==> config.mk <==
export PLATFORM = sky130hd
export DESIGN_NAME = ircg_carrier_top
export DESIGN_NICKNAME = d
export VERILOG_FILES = /design/src/rtl/ircg_pkg.sv /design/src/rtl/ircg_period_ctr.sv /design/src/rtl/ircg_carrier_gate.sv /design/src/rtl/ircg_carrier_top.sv
export SDC_FILE = /design/constraint.sdc
export NUM_CORES = 1
export LEC_CHECK = 0
export BUFFER_PORTS_ARGS = -buffer_cell sky130_fd_sc_hd__buf_2
export CAP_MARGIN = 20
export CELL_PAD_IN_SITES_DETAIL_PLACEMENT = 0
export CELL_PAD_IN_SITES_GLOBAL_PLACEMENT = 1
export CORE_AREA = 2 2 39 41
export CTS_BUF_LIST = sky130_fd_sc_hd__clkbuf_8
export CTS_CLUSTER_DIAMETER = 80
export DETAILED_ROUTE_END_ITERATION = 8
export DIE_AREA = 0 0 41 43
export PLACE_DENSITY_LB_ADDON = 0.25
export SYNTH_ARGS = -nofsm -noshare
export SYNTH_HDL_FRONTEND = slang
export SYNTH_SLANG_ARGS = --single-unit
==> constraint.sdc <==
create_clock -name clk -period 1.2 [get_ports clk]
set_input_delay 0.12 -clock clk [delete_from_list [all_inputs] [get_ports clk]]
set_output_delay 0.12 -clock clk [all_outputs]
set_load 0.02 [all_outputs]
==> src/rtl/ircg_pkg.sv <==
package ircg_pkg;

   // First count of the high half of a period from lo up to hi.
   function automatic int half_point(input int lo, input int hi);
      return lo + (hi - lo + 1) / 2;
   endfunction

   // Number of states in one period.
   function automatic int span(input int lo, input int hi);
      return hi - lo + 1;
   endfunction

endpackage

==> src/rtl/ircg_period_ctr.sv <==
module ircg_period_ctr #(
   parameter int CNT_W  = 6,
   parameter int CNT_LO = 4,
   parameter int CNT_HI = 59
) (
   input  logic             clk,
   input  logic             rst_n,
   output logic [CNT_W-1:0] cnt_o,
   output logic [CNT_W-1:0] cnt_nxt_o,
   output logic             wrap_o,
   output logic             irq_o
);

   localparam logic [CNT_W-1:0] LO_V = CNT_W'(CNT_LO);
   localparam logic [CNT_W-1:0] HI_V = CNT_W'(CNT_HI);
   localparam bit FULL_RANGE = (CNT_LO == 0) && (CNT_HI == (1 << CNT_W) - 1);

   initial begin
      lo_below_hi_chk : assert (CNT_HI > CNT_LO)
         else $fatal(1, "ircg_period_ctr: top count must exceed base count");
      hi_fits_chk : assert (CNT_HI < (1 << CNT_W))
         else $fatal(1, "ircg_period_ctr: top count does not fit in CNT_W bits");
      even_span_chk : assert ((ircg_pkg::span(CNT_LO, CNT_HI) % 2) == 0)
         else $fatal(1, "ircg_period_ctr: period length must be even");
   end

   logic [CNT_W-1:0] cnt_q;
   logic             irq_q;
   logic             at_top;

   assign at_top = (cnt_q == HI_V);

   generate
      if (FULL_RANGE) begin : g_natural_wrap
         assign cnt_nxt_o = cnt_q + 1'b1;
      end else begin : g_reload_wrap
         assign cnt_nxt_o = at_top ? LO_V : cnt_q + 1'b1;
      end
   endgenerate

   always_ff @(posedge clk or negedge rst_n) begin
      if (!rst_n) begin
         cnt_q <= LO_V;
         irq_q <= 1'b0;
      end else begin
         cnt_q <= cnt_nxt_o;
         irq_q <= at_top;
      end
   end

   assign cnt_o  = cnt_q;
   assign wrap_o = at_top;
   assign irq_o  = irq_q;


   cnt_in_range_chk : assert property (@(posedge clk) disable iff (!rst_n)
      (cnt_q >= LO_V) && (cnt_q <= HI_V));


   reload_after_top_chk : assert property (@(posedge clk) disable iff (!rst_n)
      (cnt_q == HI_V) |=> (cnt_q == LO_V));


   irq_one_cycle_chk : assert property (@(posedge clk) disable iff (!rst_n)
      irq_q |=> !irq_q);


   irq_at_base_chk : assert property (@(posedge clk) disable iff (!rst_n)
      irq_q |-> (cnt_q == LO_V));

endmodule

==> src/rtl/ircg_carrier_gate.sv <==
module ircg_carrier_gate #(
   parameter int CNT_W  = 6,
   parameter int CNT_LO = 4,
   parameter int CNT_HI = 59
) (
   input  logic             clk,
   input  logic             rst_n,
   input  logic             tx_en_i,
   input  logic             wrap_i,
   input  logic [CNT_W-1:0] cnt_i,
   input  logic [CNT_W-1:0] cnt_nxt_i,
   output logic             led_o
);

   localparam int               MID  = ircg_pkg::half_point(CNT_LO, CNT_HI);
   localparam logic [CNT_W-1:0] MID_V = CNT_W'(MID);
   localparam logic [CNT_W-1:0] LO_V  = CNT_W'(CNT_LO);

   logic gate_q;
   logic gate_nxt;
   logic led_q;

   assign gate_nxt = wrap_i ? tx_en_i : gate_q;

   always_ff @(posedge clk or negedge rst_n) begin
      if (!rst_n) begin
         gate_q <= 1'b0;
         led_q  <= 1'b0;
      end else begin
         gate_q <= gate_nxt;
         led_q  <= gate_nxt && (cnt_nxt_i >= MID_V);
      end
   end

   assign led_o = led_q;


   gate_hold_chk : assert property (@(posedge clk) disable iff (!rst_n)
      !wrap_i |=> $stable(gate_q));


   led_rise_at_mid_chk : assert property (@(posedge clk) disable iff (!rst_n)
      $rose(led_q) |-> (cnt_i == MID_V));


   led_fall_at_base_chk : assert property (@(posedge clk) disable iff (!rst_n)
      $fell(led_q) |-> (cnt_i == LO_V));


   led_low_half_chk : assert property (@(posedge clk) disable iff (!rst_n)
      (cnt_i < MID_V) |-> !led_q);

endmodule

==> src/rtl/ircg_carrier_top.sv <==
module ircg_carrier_top #(
   parameter int CNT_W  = 6,
   parameter int CNT_LO = 4,
   parameter int CNT_HI = 59
) (
   input  logic clk,
   input  logic rst_n,
   input  logic tx_en,
   output logic ir_led,
   output logic irq
);

   logic [CNT_W-1:0] cnt;
   logic [CNT_W-1:0] cnt_nxt;
   logic             wrap;

   ircg_period_ctr #(
      .CNT_W (CNT_W),
      .CNT_LO(CNT_LO),
      .CNT_HI(CNT_HI)
   ) u_ctr (
      .clk      (clk),
      .rst_n    (rst_n),
      .cnt_o    (cnt),
      .cnt_nxt_o(cnt_nxt),
      .wrap_o   (wrap),
      .irq_o    (irq)
   );

   ircg_carrier_gate #(
      .CNT_W (CNT_W),
      .CNT_LO(CNT_LO),
      .CNT_HI(CNT_HI)
   ) u_gate (
      .clk      (clk),
      .rst_n    (rst_n),
      .tx_en_i  (tx_en),
      .wrap_i   (wrap),
      .cnt_i    (cnt),
      .cnt_nxt_i(cnt_nxt),
      .led_o    (ir_led)
   );


   no_led_in_irq_chk : assert property (@(posedge clk) disable iff (!rst_n)
      irq |-> !ir_led);

endmodule

### Yosys cells after proc, flatten, opt, wreduce, memory -nomap -nowiden

Cells that the tools add are included.

* bits in registers: 9
* latch bits: 0
* RAM bits: 0
* memory bits (read-only): 0
* input port bits: 3
* output and inout bits: 2
* logic and storage cells: 10
* memories: 0

* add/subtract/negate cells: 1
* $mul: 0
* divide/modulo/power cells: 0
* $lt $le $gt $ge: 1
* equality and inequality tests: 1
* shifts and indexed selects: 0
* muxes and demuxes: 2
* bitwise logic cells: 0
* reductions and logical operators: 1

Operator list (count)
* $add 6x1->6 const B: 1
* $eq 6x6->1 const B: 1
* $ge 6x6->1 const B: 1
* $mux 6: 1
* $logic_and 1x1->1: 1
* $mux 1: 1

### Longest topological paths before layout

* depth in word-level cells: 4
* mapped depth: 4
* depth with buffers taken out: 4

### Cells and area by module

From an unflattened synthesis, not the netlist that was laid out.

* cells, all modules: 31
* area, all modules: 389.1 µm²

Modules (own cells, without submodules)
* ircg_period_ctr: instances 1, cells each 27, area each 315.3 µm², seq. area each 176.4 µm²
* ircg_carrier_gate: instances 1, cells each 4, area each 73.8 µm², seq. area each 50.0 µm²

### Worst setup path after synthesis

No wires, ideal clock.

* path type: register -> register
* start point: reg u_ctr.cnt_q[0], in the netlist u_ctr.cnt_o[0]
* end point: reg u_gate.gate_q
* library setup time: 0.125 ns
* arrival time: 1.196 ns
* required time: 1.075 ns
* slack: -0.121 ns
* cell stages (with the launch flop): 5
* buffers on the path: 0
* period minus slack after synthesis: 1.321 ns
* cell sequence: dfrtp_1 > ha_1 > nand2_2 > nor3_4 > mux2_4

* cells in the longest elaborated chain, start to end: 2

Ends and longest elaborated chain
* from (decl): RTL line ircg_period_ctr.sv:27 `logic [CNT_W-1:0] cnt_q;`
* from (signal assigned): RTL line ircg_period_ctr.sv:46 `cnt_q <= cnt_nxt_o;`
* $eq 6x6->1: RTL line ircg_period_ctr.sv:31 `assign at_top = (cnt_q == HI_V);`
* via u_ctr.wrap_o: RTL line ircg_period_ctr.sv:10 `output logic wrap_o,`
* $mux 1: RTL line ircg_carrier_gate.sv:23 `assign gate_nxt = wrap_i ? tx_en_i : gate_q;`
* via u_gate.gate_nxt: RTL line ircg_carrier_gate.sv:20 `logic gate_nxt;`
* to (signal assigned): RTL line ircg_carrier_gate.sv:30 `gate_q <= gate_nxt;`
* to (decl): RTL line ircg_carrier_gate.sv:19 `logic gate_q;`

The timed path passes the listed nets, and every way through them passes these cells.

### Worst setup path after layout

* start point: reg u_ctr.cnt_q[1], in the netlist u_ctr.cnt_o[1]
* end point: reg u_gate.gate_q

The elaborated chain is that of the path after synthesis.

==> results_dict.tcl <==
set metrics [dict create \
    status "finished, violations left" \
    violations "setup timing" \
    critical_path_class "register to register" \
    clkLatencyLatePin_ns 0.24 \
    hold_viol_final 0 \
    start_kind "register" \
    rsz0062_at_grt "true" \
    swShare 0.197 \
    crit_buf_inv 0 \
    clock_skew_ns 0.00178 \
    synth_top_area_frac 0.552 \
    drt_iter0_markers 1 \
    n_fill_cell 137 \
    setup_viol_count_final 1 \
    ys_seq_area_frac 0.624 \
    finalWorstSetupSlack_ns -0.0304 \
    cts-root-buf "clkbuf_8" \
    period_needed_ns 1.23 \
    min_path_type "input port to register" \
    multiInputGateArea_um2 139 \
    power_report.internal_total_mw 0.532 \
    die_h_um 43 \
    finalPower_mw 0.663 \
    synthCells 28 \
    gp_congestion 0.731 \
    r2r_cells 4 \
    cap_viol_max_count 0 \
    synth_most_common_cell "dfrtp_1" \
    synth_area_um2 363 \
    clkTransAtPathRegs_ns 0.04 \
    chipWidth_um 41 \
    final_layout_size_suffix_gt1_frac 0.432 \
    ant_nets 0 \
    r2r-end "u_gate.gate_q$_DFF_PN0_" \
    antenna_found_initial 0 \
    syn_area_per_cell_um2 13.0 \
    die-area_mm2 0.00176 \
    vias_per_cell 4.45 \
    grt_max_degree 10 \
    ios 5 \
    ys.flop_type "dfrtp_1" \
    crit_family "flip-flops" \
    vias 267 \
    critPathLaunch "u_ctr.cnt_o[1]$_DFF_PN0_" \
    tightest_slew_ns 0.225 \
    relSlewSlack 0.848 \
    htreeDepth 1 \
    wire_per_inst_um 10.9 \
    crit_fanout 3 \
    yosysTopAreaCell "dfrtp_1" \
    syn_nets 32 \
    drc_errors 0 \
    drv_slew 0 \
    p_sw_mw 0.131 \
    grt_overflow_total 0 \
    nets 49 \
    cts_buffers 3 \
    peakVddDrop_uv 593 \
    comb_power_share 0.016 \
    whs_path_depth 2 \
    clk_path_buf_depth 2 \
    synth.top_cells.by_count "8 x dfrtp_1, 3 x nand3_1, 3 x nor2_1" \
    whs_endpoint "u_gate.gate_q$_DFF_PN0_" \
    crit_arrival_ns 1.35 \
    power_density_mw_per_mm2 1290 \
    drtPass1Iterations 2 \
    hold_start "tx_en" \
    drt-total-wl_um 651 \
    seq_power_share 0.459 \
    coreArea_mm2 0.00138 \
    synth.yosys.warnings 0 \
    cpMaxStageDelayCell "dfrtp_1" \
    async_flop_share 1.00 \
    cts_tree "done" \
    synth_seq_cells 9 \
    ys_types 15 \
    crit_path_end_kind "register" \
    critPathMaxStageDelay_ns 0.35 \
    path_cells "ha_2 > nand2_2 > nor3_4 > mux2_4" \
    ff2ff_setup_slack_ns -0.03 \
    area.sequential_um2 226 \
    dp_hpwl_um 492 \
    io_buffer_count 4 \
    grt_pass1_wl_um 1240 \
    initial_core_util 0.262 \
    clkSinkCount 9 \
    grt_pass1_vias 299 \
    clkPwrFrac 0.524 \
    pre_cts_slack_ns -0.0352 \
    r2r-start "u_ctr.cnt_o[1]$_DFF_PN0_" \
    cp_data_required_time_ns 1.32 \
    synth_edf_count 0 \
    synth_area_leaders "dfrtp_1 55%, dfstp_2 7.2%, xor2_1 4.8%, nor3_4 4.5%, nand3_1 4.1%" \
    grt_usage 0.113 \
    power_leakage_nw 0.255 \
    fp-row-count 14 \
    period_share 1.03 \
    syn2layout_area_growth_pct 41.4 \
    antenna_cells 0 \
    fmax_mhz 813 \
]
==> power by group through the flow <==
stage	Sequential (mW)	Clock, mW	Combinational (mW)
final	0.305	0.348	0.0108
after global routing	0.304	0.374	0.0128
after CTS	0.305	0.361	0.0115
after detailed placement	0.309	0	0.00904
after global placement	0.309	0	0.00853
after floorplan	0.309	0	0.0000787
==> cells in the final DEF, fill, tap and decap left out, types with 2 or more instances in the layout <==
cell type / count
buf_2: 4
buf_4: 7
clkbuf_8: 3
dfrtp_1: 8
nand3_1: 3
nor2_1: 3
o21ai_0: 2
xor2_1: 2
==> flip-flops by register name, summed over array words and instances, names as in the netlist <==
| register | cells |
|---|---|
| u_ctr.irq_o | 1 |
| u_gate.led_o | 1 |
| u_gate.gate_q | 1 |
| u_ctr.cnt_o | 6 |
==> worst register-to-register path, cell delays in order (launching register included) <==
cell and delay [ns]:
dfrtp_1 0.35, ha_2 0.19, nand2_2 0.08, nor3_4 0.18, mux2_4 0.32
==> what timing repair did <==
item                                    in CTS  in global routing
pin swaps                                    0                  1
endpoints found under the hold margin        9                  0
endpoints found under the setup margin       1                  4
gates resized for setup                      0                  0
hold buffers                                 1                  0
buffers inserted                             0                  0
==> cell type report <==
class,count,area share
Clock buffer,3,0.0805
Timing Repair Buffer,12,0.161
Sequential cell,9,0.441
Clock inverter,1,0.00732
Multi-Input combinational cell,19,0.271
Tap cell,16,0.0390
==> logic make-up (layout without fill, tap and decap cells) <==
logic type,count (synthesis),count (layout),share of synthesized area
xor gates and xnor gates,2,2,0.0483
and+or+nand+nor,11,11,0.183
adders and majority gates,1,1,0.0345
DFF,9,9,0.624
buffers and inverters,0,16,0
muxes,2,2,0.0690
AOI/OAI and AO/OA,3,3,0.0414
==> through the flow <==
| stage | util | setup TNS (ns) | cells | area (um2) | hold WS, ns |
|---|---|---|---|---|---|
| after detailed placement | 0.331 | -0.0352 | 55 | 458 | -0.0181 |
| final | 0.371 | -0.0304 | 60 | 513 | 0.117 |
| after floorplan | - | -0.0563 | 28 | 365 | -0.176 |
| after global routing | 0.371 | -0.137 | 60 | 513 | 0.125 |
| after global placement | 0.331 | -0.00864 | 55 | 458 | -0.0239 |
| after CTS | 0.371 | -0.0452 | 60 | 513 | 0.115 |
==> routing by layer <==
metal / GRT usage / share of wire / wire (um) / vias to the layer above
met5: 0 / 0 / 0 / -
met4: 0.100 / 0.038 / 25 / 0
met3: 0.0471 / 0.043 / 28 / 2
met2: 0.150 / 0.51 / 331 / 6
met1: 0.132 / 0.41 / 265 / 129
li1: - / - / - / 130
==> how the worst max path moves through the flow <==
stage | to | slack [ns] | cells past startpoint
4_1_cts | u_gate.gate_q$_DFF_PN0_ | -0.05 | 4
3_5_place_dp | u_gate.gate_q$_DFF_PN0_ | -0.04 | 4
6_report | u_gate.gate_q$_DFF_PN0_ | -0.03 | 4
5_1_grt | u_gate.gate_q$_DFF_PN0_ | -0.11 | 4
2_1_floorplan | u_gate.gate_q$_DFF_PN0_ | -0.06 | 4
3_3_place_gp | u_gate.gate_q$_DFF_PN0_ | -0.009 | 4
Power figures use the tool's default switching activity.
